File: src/rtl/noise_fsm_pkg.sv
package noise_fsm_pkg;

  localparam int STATE_W  = 4;
  localparam int LOOP_LEN = 8;
  localparam int CNT_W    = $clog2(STATE_W + 1);

  typedef logic [STATE_W-1:0] code_t;
  typedef logic [CNT_W-1:0]   cnt_t;

  // Codes of the loop, in visiting order.
  function automatic code_t loop_code(input int idx);
    case (idx)
      0:       return 4'b0000;
      1:       return 4'b1111;
      2:       return 4'b1110;
      3:       return 4'b0001;
      4:       return 4'b0111;
      5:       return 4'b0110;
      6:       return 4'b1001;
      default: return 4'b1000;
    endcase
  endfunction

  function automatic logic is_loop_code(input code_t c);
    logic hit;
    hit = 1'b0;
    for (int i = 0; i < LOOP_LEN; i++) begin
      if (c == loop_code(i)) hit = 1'b1;
    end
    return hit;
  endfunction

endpackage

File: src/rtl/noise_fsm_next.sv
module noise_fsm_next
  import noise_fsm_pkg::*;
#(
  parameter int W = STATE_W,
  parameter int N = LOOP_LEN
) (
  input  logic [W-1:0] cur,
  input  logic [W-1:0] load_code,
  output logic [W-1:0] succ,
  output logic         load_valid,
  output logic         cur_valid
);

  logic [N-1:0]        match;
  logic [N-1:0]        load_hit;
  logic [N-1:0][W-1:0] succ_tab;

  for (genvar g = 0; g < N; g++) begin : g_slot
    assign match[g]    = (cur == loop_code(g));
    assign load_hit[g] = (load_code == loop_code(g));
    assign succ_tab[g] = loop_code((g + 1) % N);
  end

  always_comb begin
    succ = loop_code(0);
    for (int i = 0; i < N; i++) begin
      if (match[i]) succ = succ_tab[i];
    end
  end

  assign load_valid = |load_hit;
  assign cur_valid  = |match;

endmodule

File: src/rtl/noise_flip_count.sv
module noise_flip_count
  import noise_fsm_pkg::*;
#(
  parameter int W  = STATE_W,
  parameter int CW = CNT_W
) (
  input  logic          clk,
  input  logic          srst,
  input  logic [W-1:0]  cur,
  output logic [CW-1:0] flips
);

  logic [W-1:0] prev_q;
  logic [W-1:0] diff;

  always_ff @(posedge clk) begin
    if (srst) prev_q <= '0;
    else      prev_q <= cur;
  end

  assign diff = cur ^ prev_q;

  always_comb begin
    flips = '0;
    for (int i = 0; i < W; i++) flips = flips + CW'(diff[i]);
  end

  assert_flip_bound_R7: assert property (@(posedge clk) disable iff (srst)
    flips <= CW'(W));

endmodule

File: src/rtl/noise_fsm_unit.sv
module noise_fsm_unit
  import noise_fsm_pkg::*;
(
  input  logic               clk,
  input  logic               srst,
  input  logic               en,
  input  logic               load,
  input  logic [STATE_W-1:0] load_code,
  output logic [STATE_W-1:0] state_q,
  output logic [CNT_W-1:0]   flip_cnt
);

  logic [STATE_W-1:0] succ;
  logic               load_valid;
  logic               cur_valid;

  noise_fsm_next #(.W(STATE_W), .N(LOOP_LEN)) u_next (
    .cur        (state_q),
    .load_code  (load_code),
    .succ       (succ),
    .load_valid (load_valid),
    .cur_valid  (cur_valid)
  );

  always_ff @(posedge clk) begin
    if (srst)                state_q <= loop_code(0);
    else if (load)           state_q <= load_valid ? load_code : state_q;
    else if (en)             state_q <= succ;
  end

  noise_flip_count #(.W(STATE_W), .CW(CNT_W)) u_flips (
    .clk   (clk),
    .srst  (srst),
    .cur   (state_q),
    .flips (flip_cnt)
  );

  assert_loop_only_R1: assert property (@(posedge clk) disable iff (srst)
    cur_valid);

  assert_reset_first_R2: assert property (@(posedge clk)
    srst |=> (state_q == '0) && (flip_cnt == '0));

  assert_good_load_R3: assert property (@(posedge clk) disable iff (srst)
    (load && is_loop_code(load_code)) |=> state_q == $past(load_code));

  assert_bad_load_R4: assert property (@(posedge clk) disable iff (srst)
    (load && !is_loop_code(load_code)) |=> $stable(state_q) && flip_cnt == '0);

  assert_step_moves_R5: assert property (@(posedge clk) disable iff (srst)
    (!load && en) |=> flip_cnt != '0);

  assert_hold_R6: assert property (@(posedge clk) disable iff (srst)
    (!load && !en) |=> $stable(state_q));

endmodule

File: config.mk
export PLATFORM = sky130hd
export DESIGN_NAME = noise_fsm_unit
export DESIGN_NICKNAME = d
export VERILOG_FILES = /design/src/rtl/noise_fsm_pkg.sv /design/src/rtl/noise_fsm_next.sv /design/src/rtl/noise_flip_count.sv /design/src/rtl/noise_fsm_unit.sv
export SDC_FILE = /design/constraint.sdc
export NUM_CORES = 1
export LEC_CHECK = 0
export BUFFER_PORTS_ARGS = -buffer_cell sky130_fd_sc_hd__buf_2
export CORE_AREA = 3 3 40 42
export DETAILED_ROUTE_END_ITERATION = 6
export DIE_AREA = 0 0 43 45
export MAX_ROUTING_LAYER = met4
export PLACE_DENSITY = 0.69
export SYNTH_ARGS = -nofsm -noshare
export SYNTH_HDL_FRONTEND = slang
export SYNTH_HIERARCHICAL = 1
export SYNTH_SLANG_ARGS = --single-unit
File: constraint.sdc
create_clock -name clk -period 3.04 [get_ports clk]
set_clock_uncertainty 0.2 [all_clocks]
set_input_delay 0.76 -clock clk [delete_from_list [all_inputs] [get_ports clk]]
set_output_delay 0.76 -clock clk [all_outputs]
set_load 0.005 [all_outputs]
* After elaboration in Yosys (flattened, before gate mapping)
Index checks and enable logic that the tools add are counted.
Storage, ports and cells: register bits 8, input bits 8, output and inout bits 7
Operators by class: $add $sub $neg 3, equality and inequality tests 15, mux-type cells 11, bitwise logic cells 1, reduce and logical (&&, ||, !) cells 5
Operator list (count):
- two-way mux 4 bit | 11
- equality test 4 bit (second input constant) | 8
- equality test 4 x 3 -> 1 bit (second input constant) | 4
- equality test 4 x 1 -> 1 bit (second input constant) | 2
- zero test 4 bit | 2
- OR reduction 8 bit | 1
- adder 3 x 1 -> 3 bit | 2
- XOR 4 bit | 1
- adder 1 x 1 -> 2 bit | 1
- inequality test 2 x 1 -> 1 bit (second input constant) | 1
- AND reduction 2 bit | 1
- nonzero test 2 bit | 1

* Depth between registers and ports, before layout
Gate-level depths: netlist of run 1.
depth in word-level cells 11, gate-level depth with buffers 5

* Cells and area by module
The synthesis of run 1 kept the hierarchy.
By module, submodules not included:
- noise_flip_count | times used 1, cells an instance 17, area an instance 192.7 sq um, sequential area each 80.1 sq um
- noise_fsm_unit | times used 1, cells an instance 18, area an instance 191.4 sq um, sequential area each 80.1 sq um
- noise_fsm_next | times used 1, cells an instance 10, area an instance 63.8 sq um, sequential area each 0.0 sq um

* Least setup slack after synthesis of run 1
No wires, ideal clock.
path kind register to output, from reg state_q[0], to out flip_cnt[1], arrival time 1.562 ns, data required time 2.080 ns, path slack 0.518 ns, cell stages (with the launch flop) 6, cells stage by stage dfxtp_1 xnor2_1 fa_1 inv_1 ha_1 ha_1
On the way: cells in the longest elaborated chain, start to end 4
RTL lines:
- start, declared | RTL line noise_fsm_unit.sv:9 | output logic [STATE_W-1:0] state_q,
- start signal, assigned | RTL line noise_fsm_unit.sv:26 | if (srst) state_q <= loop_code(0);
- start signal, assigned | RTL line noise_fsm_unit.sv:27 | else if (load) state_q <= load_valid ? load_code : state_q;
- start signal, assigned | RTL line noise_fsm_unit.sv:28 | else if (en) state_q <= succ;
- XOR 4 bit | RTL line noise_flip_count.sv:21 | assign diff = cur ^ prev_q;
- adder 1 x 1 -> 2 bit | RTL line noise_flip_count.sv:25 | for (int i = 0; i < W; i++) flips = flips + CW'(diff[i]);
- adder 3 x 1 -> 3 bit (2 in a row) | RTL line noise_flip_count.sv:25
- end, declared | RTL line noise_fsm_unit.sv:10 | output logic [CNT_W-1:0] flip_cnt
No other way between the ends.

* Worst setup path after layout of run 1
from reg state_q[3], to out flip_cnt[1]
On the way: cells in the longest elaborated chain, start to end 2
RTL lines (RTL line):
- XOR 4 bit | noise_flip_count.sv:21
- adder 3 x 1 -> 3 bit | noise_flip_count.sv:25
No other way between the ends.

==> results of run 1 <==
routing by layer:
layer	up-vias	part of all wire, %	global-route usage, %
met5	-	0	-
met4	0	0	10.84
met3	0	11	1.195
met2	18	45	13.47
met1	153	45	10.51
li1	180	-	-
area by class of cell:
type,count,share of cell area [%]
Clock buffer,3,4.147
Inverter,2,1.382
Multi-Input combinational cell,33,48.16
Sequential cell,8,29.95
Tap cell,15,3.456
Timing Repair Buffer,14,12.90
power by group:
group / internal [mW] / switching (mW)
logic: 0.0543 / 0.0449
clock network: 0.0449 / 0.0316
registers: 0.116 / 0.0148
total: 0.215 / 0.0913
metrics by stage:
stage / utilization (%) / cells / hold slack (ps) / power, mW
final: 42.26 / 75 / 333.5 / 0.3067
after global routing: 42.26 / 75 / 350.8 / 0.3371
after CTS: 42.06 / 75 / 366.8 / 0.3137
after detailed placement: 40.31 / 72 / 359.9 / 0.2338
after global placement: 40.31 / 72 / 350.7 / 0.2301
after floorplan: - / 45 / 328.9 / 0.2009
timing repair:
action / in CTS / in global routing
resized for setup: 0 / 2
endpoints found under the hold margin: 0 / 0
setup buffers: 0 / 0
setup endpoints to repair: 0 / 1
cell families (layout without fill, tap and decap cells):
| group | after synthesis | in the layout |
|---|---|---|
| AOI/OAI and AO/OA | 5 | 5 |
| DFF | 8 | 8 |
| xor gates and xnor gates | 7 | 7 |
| and+or+nand+nor | 13 | 13 |
| muxes | 5 | 5 |
| adders and majority gates | 3 | 3 |
| buffers and inverters | 4 | 19 |
worst min-delay path by stage:
stage	startpoint	end	slack, ps	depth (start not counted)
6_report	state_q[0]	u_flips/prev_q[0]	330	1
5_1_grt	state_q[0]	u_flips/prev_q[0]	350	1
4_1_cts	state_q[3]	u_flips/prev_q[3]	370	1
3_5_place_dp	state_q[3]	u_flips/prev_q[3]	360	1
3_3_place_gp	state_q[3]	u_flips/prev_q[3]	350	1
2_1_floorplan	state_q[3]	u_flips/prev_q[3]	330	1
cell usage in the layout (no fill, tap or decap):
cell type  netlist  final
or3_1            1      1
clkbuf_4         0      3
buf_2            0     14
fa_1             1      1
nor2b_1          4      4
nor2_1           4      4
nand2_1          2      2
mux2_4           1      1
mux2i_1          4      4
o21ai_0          1      1
inv_1            2      2
xnor2_1          6      6
a211oi_1         4      4
nand3_1          1      1
dfxtp_1          8      6
and2_1           1      1
xor2_1           1      1
ha_1             2      2
dfxtp_2          0      2
flip-flops by register name, indices dropped and copies added (netlist names):
signal          flops
state_q             4
u_flips/prev_q      4
==> results.toml, run 1 <==
[yosys]
synth_top_area_share_pct = 35.75
synth-seq-cells = 8
synth-async-reset-ratio_pct = 0
yosysSeqAreaShare_pct = 35.75
synth.distinct_cells = 18
yosys-top-cells-count = "8 x dfxtp_1, 6 x xnor2_1"
synthSimpleGateAreaFrac_pct = 14.53
synth_adder_area_share_pct = 10.06
syn-num-nets = 56
synthMuxAreaShare_pct = 12.29
synthCells = 45
synth-main-ff-cell = "dfxtp_1"
synth_area_leader_cell = "dfxtp_1"
netlist_area_um2 = 447.9
yosysWarningCount = 6
yosysMostFrequentCell = "dfxtp_1"
netlist_top_cells_area = "dfxtp_1 36%, xnor2_1 12%, mux2i_1 8.9%, a211oi_1 6.7%, ha_1 5.6%"
synth-xor-area-share_pct = 13.69
synth_edf_count = 0
postSynthAreaPerCell_um2 = 9.954
synth-compound-area-share_pct = 7.821
synth_top_family_by_area = "simple AND/OR/NAND/NOR gates"

[sta]
relSlewSlack_pct = 80.91
max_freq_mhz = 348.9
finalSetupTns_ps = 0
hold_viol = 0
maxSlewViolCount = 0
finalSetupViolCount = 0
tightest_slew_ps = 286.0
grt_setup_unrepaired = "no"
setup_slack_ps = 173.8
period_share_pct = 94.28
min_period_ps = 2866

[clocking]
cts-root-buf = "clkbuf_4"
cts_hold_buf = 0
cts_tree = "done"
clkTransAtPathRegs_ps = 50
numCtsBuffers = 3
clk_path_buf_depth = 2
cts.sinks = 8
htree_levels = 1
insertion_delay_ps = 240

[critical_path]
worstPathCellList = "xnor2_1 > fa_1 > inv_1 > ha_1 > ha_1 > buf_2"
setup.worst_path.end = "flip_cnt[1]"
cpMostUsedCell = "ha_1"
r2r_setup_slack_ps = 1580
slowest_stage = "fa_1"
critical_path_arrival_ps = 1910
max_stage_delay_ps = 480
path_depth = 6
crit_type = "reg -> out"
cp.required_ps = 2080
cp_max_fo = 6
path_buf_inv = 2
timing.rr.start = "state_q[2]"
r2r_cells = 4
crit_start = "state_q[3]"
reg2reg_to = "state_q[0]"
cp-start-kind = "flip-flop"
cpLargestDelayFamily = "adder cells"
end_kind = "output pin"

[placement]
gp_congestion = 0.7405
place_area_um2 = 518.0
port_buffers = 14
dp_hpwl_um = 601.8
post-place-ws_ps = 337.1

[floorplan]
dieArea_mm2 = 0.001935
rows = 13
io_pins = 15
die_x_um = 43
start_util_pct = 34.86
die_y_um = 45
coreArea_mm2 = 0.001285

[global_route]
grt_start_max_net_pins = 9
grt_pass1_wl_um = 1242
grt_pass1_vias = 319
grt.total_usage_pct = 9.397
grt_antenna_before_repair = 0
overflow = 0

[cells_and_area]
final-seq-area_um2 = 162.7
fin_nets = 73
stdcell_area_um2 = 543.0
multi_input_area_um2 = 261.5
drive_gt1_share_pct = 33.33
nFillCells = 135
diodes = 0
area_growth_pct = 21.23

[route]
drc = 0
dr.pass1.iters = 4
vias = 351
wirelength_um = 749
wl_per_cell_um = 9.987
drt_iter0_drc = 5
ant_nets = 0
via_per_inst = 4.680

[status]
status = "finished, final reports clean"

[power]
p_leak_nw = 0.2610
worst_ir_drop_vdd_mv = 0.2008
p_per_area_mw_per_mm2 = 564.8

[flow_run]
cap_violations = 0

[hold_path]
worstHoldPathType = "reg -> reg"
Note: power is estimated with default switching activity, not from simulation.
==> run 2: changes to the inputs <==
--- a/config.mk
+++ b/config.mk
@@ -6,11 +6,13 @@
 export NUM_CORES = 1
 export LEC_CHECK = 0
 export BUFFER_PORTS_ARGS = -buffer_cell sky130_fd_sc_hd__buf_2
-export CORE_AREA = 3 3 40 42
+export CELL_PAD_IN_SITES_DETAIL_PLACEMENT = 0
+export CELL_PAD_IN_SITES_GLOBAL_PLACEMENT = 2
+export CORE_MARGIN = 3
+export CORE_UTILIZATION = 27
 export DETAILED_ROUTE_END_ITERATION = 6
-export DIE_AREA = 0 0 43 45
 export MAX_ROUTING_LAYER = met4
-export PLACE_DENSITY = 0.69
+export PLACE_DENSITY = 0.85
 export SYNTH_ARGS = -nofsm -noshare
 export SYNTH_HDL_FRONTEND = slang
 export SYNTH_HIERARCHICAL = 1
==> run 2 against run 1 <==
Non-clock buffer count is 1 higher; critical path depth stayed put; combinational power is 4% higher; clock power is 1% higher; critical endpoint unchanged; largest cell class unchanged; largest power group unchanged.
==> results.toml, run 2 (synthesized netlist as in run 1, its figures left out) <==
[power]
p_leak_nw = 0.2658
p_per_area_mw_per_mm2 = 559.8
worst_ir_drop_vdd_mv = 0.1614

[cells_and_area]
fin_nets = 74
final_common_cell = "buf_2"
top_regs = "state_q: 4 flops, u_flips/prev_q: 4 flops"
stdcell_area_um2 = 550.5
final_cell_mix = "14 x buf_2, 7 x dfxtp_1, 6 x xnor2_1"
diodes = 0
area_growth_pct = 22.90
drive_gt1_share_pct = 32.79
nFillCells = 161

[critical_path]
crit_type = "reg -> out"
timing.rr.start = "state_q[1]"
cp-start-kind = "flip-flop"
crit_start = "state_q[0]"
r2r_cells = 5
worstPathCellList = "xnor2_1 > fa_1 > inv_1 > ha_1 > ha_1 > buf_2"
cpMostUsedCell = "ha_1"
slowest_stage = "fa_1"
setup.worst_path.end = "flip_cnt[1]"
reg2reg_to = "state_q[0]"
r2r_setup_slack_ps = 1560
cp.required_ps = 2080
end_kind = "output pin"
critical_path_arrival_ps = 1900
max_stage_delay_ps = 530
cp_max_fo = 7

[clocking]
cts_tree = "done"
cts-root-buf = "clkbuf_4"
htree_levels = 1
numCtsBuffers = 3
clk_path_buf_depth = 2
cts.sinks = 8
clkTransAtPathRegs_ps = 50
insertion_delay_ps = 250
post_cts_buffers = 0

[sta]
period_share_pct = 93.99
min_period_ps = 2857
finalSetupTns_ps = 0
grt_setup_unrepaired = "no"
tightest_slew_ps = 288.2
finalSetupViolCount = 0
maxSlewViolCount = 0
setup_slack_ps = 182.7
relSlewSlack_pct = 80.76
hold_viol = 0
max_freq_mhz = 350.0

[status]
status = "finished, final reports clean"

[placement]
gp_congestion = 0.6749
dp_hpwl_um = 627.4
post-place-ws_ps = 329.1
port_buffers = 14
place_area_um2 = 526.8

[route]
via_per_inst = 4.429
vias = 341
dr.pass1.iters = 2
drc = 0
drt_iter0_drc = 4
ant_nets = 0
wl_per_cell_um = 9.675
wirelength_um = 745

[floorplan]
coreArea_mm2 = 0.001541
die_x_um = 46.73
dieArea_mm2 = 0.002184
die_y_um = 46.73
start_util_pct = 29.06
io_pins = 15
rows = 14

[global_route]
grt_pass1_wl_um = 1179
grt.total_usage_pct = 8.320
grt_pass1_vias = 286
grt_antenna_before_repair = 0
grt_start_max_net_pins = 9
overflow = 0

[flow_run]
cap_violations = 0

[hold_path]
holdPathStages = 1
worstHoldPathType = "reg -> reg"
==> run 2: cell types whose count changed in the layout (fill, tap and decap cells not counted) <==
cell     previous run  this run
dfxtp_2             2         1
dfxtp_1             6         7
buf_4               0         1
==> run 2: critical path, delay by kind of cell (launching register included) <==
kind | cells | cell delay (ps)
adders and majority gates | 3 | 970
DFF | 1 | 360
buffers and inverters | 2 | 160
xor gates and xnor gates | 1 | 150
==> run 2: worst min path at each step <==
stage	startpoint	endpoint	slack [ps]
2_1_floorplan	state_q[3]	u_flips/prev_q[3]	330
3_3_place_gp	state_q[3]	u_flips/prev_q[3]	350
3_5_place_dp	state_q[3]	u_flips/prev_q[3]	350
4_1_cts	state_q[3]	u_flips/prev_q[3]	360
5_1_grt	state_q[0]	u_flips/prev_q[0]	360
6_report	state_q[0]	u_flips/prev_q[0]	340
==> run 2: metal layers <==
layer	global-route usage, %	vias to the layer above	part of all wire, %
met5	-	-	0
met3	2.299	0	7.1
met1	9.954	147	46
li1	-	182	-
met4	6.630	0	0
met2	11.54	12	47
==> run 2: report_power, final <==
part	switching, mW	internal [mW]
clock	0.0326	0.0449
sequential	0.0122	0.116
combinational	0.0468	0.0558
total	0.0916	0.217
==> run 2: cell type report <==
class	count	area, µm²	share of cell area [%]
clock buffers	3	22.52	4.091
inverters	2	7.507	1.364
multi-input cells	33	261.5	47.50
flip-flops and latches	8	161.4	29.32
well taps	16	20.02	3.636
repair buffers	15	77.57	14.09
==> run 2: through the flow <==
stage	utilization [%]	power (mW)	instances	hold WS, ps
3_5_place_dp	34.17	0.2360	74	349.8
5_1_grt	35.71	0.3344	77	355.4
3_3_place_gp	34.17	0.2325	74	350.3
4_1_cts	35.63	0.3163	77	358.1
2_1_floorplan	-	0.2009	45	328.9
6_report	35.71	0.3082	77	337.0
==> run 2: repair_timing <==
action / in CTS / in global routing
setup endpoints to repair: 0 / 1
gates resized for setup: 0 / 1
hold buffers: 0 / 0
==> run 3: changes to the inputs <==
--- a/config.mk
+++ b/config.mk
@@ -13,6 +13,7 @@
 export DETAILED_ROUTE_END_ITERATION = 6
 export MAX_ROUTING_LAYER = met4
 export PLACE_DENSITY = 0.85
+export RECOVER_POWER = 50
 export SYNTH_ARGS = -nofsm -noshare
 export SYNTH_HDL_FRONTEND = slang
 export SYNTH_HIERARCHICAL = 1
==> run 3 against run 2 <==
Count of clock-buffer cells in the layout unchanged; critical endpoint unchanged; largest cell class unchanged; final area fell by 1.1%; routed wire length is 0.54% lower; global-route usage is the same; via count is 0.59% higher; clock power increased by 0.5%; highest routed layer unchanged; first-iteration DRC count did not move; sequential share of layout area rose by 0.34 points; worst setup slack improved by 0.58 ps.
==> results.toml, run 3 (synthesized netlist as in run 1, its figures left out) <==
[clocking]
insertion_delay_ps = 250
numCtsBuffers = 3
post_cts_buffers = 0
cts_hold_buf = 0
cts.sinks = 8
cts-root-buf = "clkbuf_4"
clk_path_buf_depth = 2
clkTransAtPathRegs_ps = 50
cts_tree = "done"
htree_levels = 1
ctsResizeCount = 0

[placement]
dp_hpwl_um = 627.4
gp_congestion = 0.6749
port_buffers = 14

[route]
drt_iter0_drc = 4
vias = 343
wl_per_cell_um = 9.623
drc = 0
via_per_inst = 4.455
dr.pass1.iters = 2
wirelength_um = 741
ant_nets = 0

[sta]
hold_viol = 0
period_share_pct = 93.97
finalSetupViolCount = 0
grt_setup_unrepaired = "no"
min_period_ps = 2857
relSlewSlack_pct = 77.29
tightest_slew_ps = 340.7
finalSetupTns_ps = 0
maxSlewViolCount = 0
max_freq_mhz = 350.0

[critical_path]
crit_start = "state_q[0]"
r2r_setup_slack_ps = 1560
cpLargestDelayFamily = "adder cells"
max_stage_delay_ps = 530
cp_max_fo = 7
path_buf_inv = 2
cpMostUsedCell = "ha_1"
timing.rr.start = "state_q[1]"
end_kind = "output pin"
slowest_stage = "fa_1"
critical_path_arrival_ps = 1900
crit_type = "reg -> out"
cp-start-kind = "flip-flop"
worstPathCellList = "xnor2_1 > fa_1 > inv_1 > ha_1 > ha_1 > buf_2"
cp.required_ps = 2080

[cells_and_area]
top_regs = "state_q: 4 flops, u_flips/prev_q: 4 flops"
fin_nets = 74
final_common_cell = "buf_2"
drive_gt1_share_pct = 27.87
diodes = 0
nFillCells = 164
final_cell_mix = "12 x buf_2, 7 x dfxtp_1, 6 x xnor2_1"
area_growth_pct = 21.51

[power]
p_leak_nw = 0.2562
power_mw = 0.3066
worst_ir_drop_vdd_mv = 0.1700
p_per_area_mw_per_mm2 = 563.2

[floorplan]
dieArea_mm2 = 0.002184
io_pins = 15
die_x_um = 46.73
die_y_um = 46.73
coreArea_mm2 = 0.001541
start_util_pct = 29.06
rows = 14

[global_route]
grt.total_usage_pct = 8.320
grt_antenna_before_repair = 0
grt_pass1_wl_um = 1179
overflow = 0
grt_pass1_vias = 286
grt_start_max_net_pins = 9

[flow_run]
cap_violations = 0

[status]
status = "finished, final reports clean"

[hold_path]
worstHoldPathType = "reg -> reg"
min_from = "state_q[0]"
## run 3: final cells by class
type / instances / area [µm²] / share of cell area [%]
repair buffers: 15 / 75.07 / 13.79
clock buffers: 3 / 22.52 / 4.138
well taps: 16 / 20.02 / 3.678
flip-flops and latches: 8 / 161.4 / 29.66
inverters: 2 / 7.507 / 1.379
multi-input cells: 33 / 257.7 / 47.36
## run 3: metrics by stage
step                      setup WS, ps  cell area [µm²]  cells  hold WS, ps  util (%)
after global routing             59.44            544.3     77        355.4     35.31
after global placement           353.8            526.8     74        350.3     34.17
after CTS                        53.88            549.3     77        358.1     35.63
after detailed placement         329.1            526.8     74        349.8     34.17
after floorplan                  518.3            447.9     45        328.9         -
final                            183.2            544.3     77        335.6     35.31
## run 3: worst paths after layout
kind,endpoint,cells past startpoint
min,u_flips/prev_q[0],1
min reg2reg,u_flips/prev_q[0],1
max,flip_cnt[1],6
max reg2reg,state_q[0],5
## run 3: layer usage
metal	vias to the layer above	wire length, µm	global-route usage, %	share of wire [%]
li1	182	-	-	-
met1	149	333	9.954	45
met2	12	354	11.54	48
met3	0	53	2.299	7.2
met4	0	0	6.630	0
met5	-	0	-	0
## run 3: power breakdown
group	leakage (nW)	internal (mW)	switching (mW)
registers	0.0664	0.116	0.0120
clock network	0.0138	0.0450	0.0331
logic	0.176	0.0542	0.0465
